$ cat src/rtl/insetHScalerPkg.sv
package insetHScalerPkg;
  localparam int RED_DEN = 96;
  localparam int RED_MAX = 48;

  typedef struct packed {
    logic wrKeep;
    logic dispLoad;
  } scalerStrobe_t;
endpackage

$ cat src/rtl/insetHScalerCtl.sv
module insetHScalerCtl
  import insetHScalerPkg::*;
#(
  parameter int RED_W = 6,
  parameter int MAX_REP = 4
) (
  input  logic clk,
  input  logic rstN,
  input  logic [RED_W-1:0] redN,
  input  logic [1:0] hExpCode,
  input  logic vExp,
  input  logic mainSel,
  input  logic mainDouble,
  input  logic fieldStart,
  input  logic inLineStart,
  input  logic inValid,
  input  logic dispInValid,
  input  logic dispLineStart,
  output logic dispInReady,
  output logic outValid,
  output logic lineAdvance,
  output scalerStrobe_t strobe
);
  localparam int ACC_W = $clog2(RED_DEN);
  localparam int SUM_W = ACC_W + 1;
  localparam int CNT_W = $clog2(MAX_REP);
  localparam int REP_W = CNT_W + 1;

  logic [ACC_W-1:0] acc, accBase, accNext;
  logic [SUM_W-1:0] accSum;
  logic [RED_W-1:0] redEff;
  logic keep;

  logic [REP_W-1:0] repFactor;
  logic [CNT_W-1:0] remain;
  logic holdValid;
  logic dispLoad;

  logic lineParity, parityBase;

  // Capture-side phase accumulator
  always_comb begin
    redEff  = (redN > RED_W'(RED_MAX)) ? RED_W'(RED_MAX) : redN;
    accBase = (inLineStart || fieldStart) ? '0 : acc;
    accSum  = SUM_W'(accBase) + SUM_W'(redEff);
    keep    = inValid && (redEff != '0) && (accSum >= SUM_W'(RED_DEN));
    if (!inValid)   accNext = accBase;
    else if (keep)  accNext = ACC_W'(accSum - SUM_W'(RED_DEN));
    else            accNext = ACC_W'(accSum);
  end

  always_ff @(posedge clk) begin
    if (!rstN) acc <= '0;
    else       acc <= accNext;
  end

  // Display-side repeat factor
  always_comb begin
    if (mainSel) begin
      repFactor = mainDouble ? REP_W'(2) : REP_W'(1);
    end else begin
      case (hExpCode)
        2'b01:   repFactor = REP_W'(2);
        2'b11:   repFactor = REP_W'(MAX_REP);
        default: repFactor = REP_W'(1);
      endcase
    end
  end

  assign dispInReady = !holdValid || (remain == '0);
  assign dispLoad    = dispInValid && dispInReady;
  assign outValid    = holdValid;

  always_ff @(posedge clk) begin
    if (!rstN) begin
      holdValid <= 1'b0;
      remain    <= '0;
    end else if (dispLoad) begin
      holdValid <= 1'b1;
      remain    <= CNT_W'(repFactor - REP_W'(1));
    end else if (holdValid) begin
      if (remain == '0) holdValid <= 1'b0;
      else              remain    <= remain - CNT_W'(1);
    end
  end

  // Vertical line pairing
  assign parityBase = fieldStart ? 1'b0 : lineParity;

  always_ff @(posedge clk) begin
    if (!rstN) begin
      lineParity  <= 1'b0;
      lineAdvance <= 1'b0;
    end else begin
      lineAdvance <= dispLineStart && (!vExp || parityBase);
      if (dispLineStart) lineParity <= vExp && !parityBase;
      else               lineParity <= parityBase;
    end
  end

  assign strobe.wrKeep   = keep;
  assign strobe.dispLoad = dispLoad;
endmodule

$ cat src/rtl/insetHScalerDp.sv
module insetHScalerDp
  import insetHScalerPkg::*;
#(
  parameter int PIX_W = 8
) (
  input  logic clk,
  input  logic rstN,
  input  scalerStrobe_t strobe,
  input  logic [PIX_W-1:0] inPixel,
  input  logic [PIX_W-1:0] dispInPixel,
  output logic wrValid,
  output logic [PIX_W-1:0] wrPixel,
  output logic [PIX_W-1:0] outPixel
);
  always_ff @(posedge clk) begin
    if (!rstN) begin
      wrValid  <= 1'b0;
      wrPixel  <= '0;
      outPixel <= '0;
    end else begin
      wrValid <= strobe.wrKeep;
      if (strobe.wrKeep)   wrPixel  <= inPixel;
      if (strobe.dispLoad) outPixel <= dispInPixel;
    end
  end
endmodule

$ cat src/rtl/insetHScaler.sv
module insetHScaler
  import insetHScalerPkg::*;
#(
  parameter int PIX_W = 8,
  parameter int RED_W = 6,
  parameter int MAX_REP = 4
) (
  input  logic clk,
  input  logic rstN,
  input  logic [RED_W-1:0] redN,
  input  logic [1:0] hExpCode,
  input  logic vExp,
  input  logic mainSel,
  input  logic mainDouble,
  input  logic fieldStart,
  input  logic inLineStart,
  input  logic inValid,
  input  logic [PIX_W-1:0] inPixel,
  output logic wrValid,
  output logic [PIX_W-1:0] wrPixel,
  input  logic dispInValid,
  input  logic [PIX_W-1:0] dispInPixel,
  output logic dispInReady,
  input  logic dispLineStart,
  output logic lineAdvance,
  output logic outValid,
  output logic [PIX_W-1:0] outPixel
);
  scalerStrobe_t strobe;

  insetHScalerCtl #(.RED_W(RED_W), .MAX_REP(MAX_REP)) ctl (
    .clk(clk), .rstN(rstN), .redN(redN), .hExpCode(hExpCode), .vExp(vExp),
    .mainSel(mainSel), .mainDouble(mainDouble), .fieldStart(fieldStart),
    .inLineStart(inLineStart), .inValid(inValid), .dispInValid(dispInValid),
    .dispLineStart(dispLineStart), .dispInReady(dispInReady),
    .outValid(outValid), .lineAdvance(lineAdvance), .strobe(strobe)
  );

  insetHScalerDp #(.PIX_W(PIX_W)) dp (
    .clk(clk), .rstN(rstN), .strobe(strobe), .inPixel(inPixel),
    .dispInPixel(dispInPixel), .wrValid(wrValid), .wrPixel(wrPixel),
    .outPixel(outPixel)
  );
endmodule

$ cat config.mk
export PLATFORM = sky130hd
export DESIGN_NAME = insetHScaler
export DESIGN_NICKNAME = d
export VERILOG_FILES = /design/src/rtl/insetHScalerPkg.sv /design/src/rtl/insetHScalerCtl.sv /design/src/rtl/insetHScalerDp.sv /design/src/rtl/insetHScaler.sv
export SDC_FILE = /design/constraint.sdc
export NUM_CORES = 1
export LEC_CHECK = 0
export ABC_AREA = 1
export BUFFER_PORTS_ARGS = -buffer_cell sky130_fd_sc_hd__buf_2
export CORE_UTILIZATION = 45
export CTS_CLUSTER_SIZE = 8
export DETAILED_ROUTE_END_ITERATION = 8
export HOLD_SLACK_MARGIN = 0.02
export PLACE_DENSITY = 0.76
export SYNTH_ARGS = -nofsm -noshare
export SYNTH_HDL_FRONTEND = slang
export SYNTH_SLANG_ARGS = --single-unit
$ cat constraint.sdc
create_clock -name clk -period 2.2 [get_ports clk]
set_input_delay 0.22 -clock clk [delete_from_list [all_inputs] [get_ports clk]]
set_output_delay 0.22 -clock clk [all_outputs]
set_load 0.005 [all_outputs]
==> summary.txt <==
CP dominant cell by count: nand2_2
Final Cell Area: 2050 µm²
Worst setup EP type: register
Worst Tran Pin Value: 0.316 ns
Critical path arrival: 2.23 ns
Die width: 61.1 µm
Hold Crit Depth: 3
PostCTS Resize Cnt: 0
GRT overflow: 0
Drt pass-1 iters: 6
Share of layout cells above drive strength 1: 0.311
Clock latency on the worst-skew pair: 0.32 ns
Final core occ: 0.615
Vias in the first global route: 1206
Post-synth design cell area: 1570 µm²
Core box area: 3340 µm²
Critical path cell sequence: nand2_1, inv_1, ha_2, inv_1, fa_2, inv_2, nand2_2, nand2_2, nand3_4, nand2_1, nand2_1, nand2_2, nand2_2, nand2_2, nand2_4, nand2_2, nand3_2, nand2_1, inv_1
Initial DRC Count: 51
Final min period: 2.00 ns
Post-synthesis async set-or-reset flop share: 0
Routability cong.: 0.844
Starting density of the core: 0.470
Final Net Count: 336
Pwr Density: 599 nW/µm²
Full die area: 3730 µm²
First-pass GRT wire length: 4.81 mm
Die span in y: 61.1 µm
Slew HR: 0.789
Post-synth EDFFs: 0
PortBufs: 53
Most frequent cells in the layout: nor2_1, buf_2, nand2_1, inv_1, dfxtp_1
DRC viols: 0
Hold Vio Cnt, Final: 0
Synth Flop Type: dfxtp_1
Hpwl dp: 2.55 mm
Post-synthesis average cell area: 6.79 µm²
Setup TNS: 0 ns
Max incr delay on CP: 0.34 ns
CTS tree: done
CP Class: register to register
Fmax: 499 MHz
Placed instance area: 1940 µm²
DR vias/cell: 4.59
Lkg Pwr: 1.13 nW
Final setup violation count: 0
Reg2reg path depth: 19
Worst EP required: 2.43 ns
Clock Skew: 0.00773 ns
Worst-path fanout max: 11
Max clock buf depth: 2
Layout area overhead: 30.8%
Routed wire length: 3.21 mm
Antenna violations before repair: 0
CTS Buf Count: 5
Cts hold-fix bufs: 0
Slowest CP cell: fa_2
Net Count, Synth: 272
Routed Antenna Nets: 0
Yosys warns: 0
Crit share post-route: 0.911
Type of origin of the critical path: register
Pin count of the biggest net entering global routing: 22
Number of synthesized register bits: 29
Max cap viols: 0
Row count: 21
Netlist cell types: 32
Inserted Diodes: 0
IO Count: 54
Htree depth: 2
Clock-pin slew on the worst setup and hold paths: 0.09 ns
Overall Power: 1.23 mW
Worst Hold Class: input port to register
Seq/Total Area, Yosys: 0.370
Status: complete, no violations
Vias: 1570
Pins over their slew limit: 0
Worst VDD drop: 454 µV
Gate Count Post-Synth: 231
GR Util All Layers: 0.173
Average wire per standard cell: 9.38 µm
CTS root buffer: clkbuf_4
Clk sink count: 29
Postcts setup bufs: 0
[registers in the layout, indices dropped and copies added, names as in the netlist]
| register | cells |
|---|---|
| ctl.outValid | 1 |
| ctl.lineAdvance | 1 |
| ctl.remain | 2 |
| dp.outPixel | 8 |
| dp.wrPixel | 8 |
| ctl.lineParity | 1 |
| ctl.acc | 7 |
| dp.wrValid | 1 |
[metal layers]
layer | global-route usage | share of wire | vias up
met5 | 0 | 0 | -
met4 | 0.0487 | 0.0059 | 0
met3 | 0.0693 | 0.062 | 4
met2 | 0.275 | 0.46 | 44
met1 | 0.216 | 0.47 | 675
li1 | - | - | 847
[Yosys cell counts (2+ instances only)]
library cell	instances	area, µm²
nand2_1	33	124
ha_1	6	75.1
nand3_2	2	20.0
clkinv_1	4	15.0
nand3_1	9	45.0
dfxtp_1	29	581
clkbuf_1	3	11.3
nand2_2	6	37.5
a21oi_1	9	45.0
nor2_1	55	206
inv_1	32	120
xnor2_1	2	17.5
o21ai_1	8	40.0
o21ai_0	15	75.1
[critical path, delay by kind of cell, from the launching register on]
family | cells | cell delay (ns)
and+or+nand+nor | 13 | 0.89
DFF | 1 | 0.31
buffers and inverters | 4 | 0.21
adders and majority gates | 2 | 0.51
[cell families after synthesis]
| kind of cell | count (synthesis) | synth area share |
|---|---|---|
| buffers and inverters | 44 | 0.113 |
| AOI/OAI and AO/OA | 36 | 0.120 |
| and+or+nand+nor | 112 | 0.319 |
| xor gates and xnor gates | 3 | 0.0167 |
| adders and majority gates | 7 | 0.0606 |
| DFF | 29 | 0.370 |
[worst paths after layout]
kind | slack (ns) | end | startpoint
setup / recovery | 0.20 | ctl.acc[5] | ctl.acc[0]
hold / removal | 0.12 | dp.outPixel[4] | dispInPixel[4]
hold reg to reg | 0.47 | ctl.acc[0] | ctl.acc[0]
setup reg to reg | 0.20 | ctl.acc[5] | ctl.acc[0]
[layout make-up]
cell class                 count  area, µm²
inverter                      37        141
fill                         326       1280
timing repair buffer          64        348
clock inverter                 1       30.0
sequential                    29        581
multi-input combinational    158        840
tap                           46       57.6
clock buffer                   7       55.1
[report_power, final]
group	switching, mW	internal [mW]
clock	0.179	0.271
sequential	0.0131	0.555
combinational	0.114	0.0967
[through the flow]
stage	worst slack [ns]	cells	hold slack, ns
final	0.195	342	0.117
after global routing	-0.0122	342	0.110
after CTS	0.0991	342	0.104
after detailed placement	-0.248	334	0.447
after global placement	-0.137	334	0.443
after floorplan	0.000698	231	0.352
Note: power is estimated with default switching activity, not from simulation.
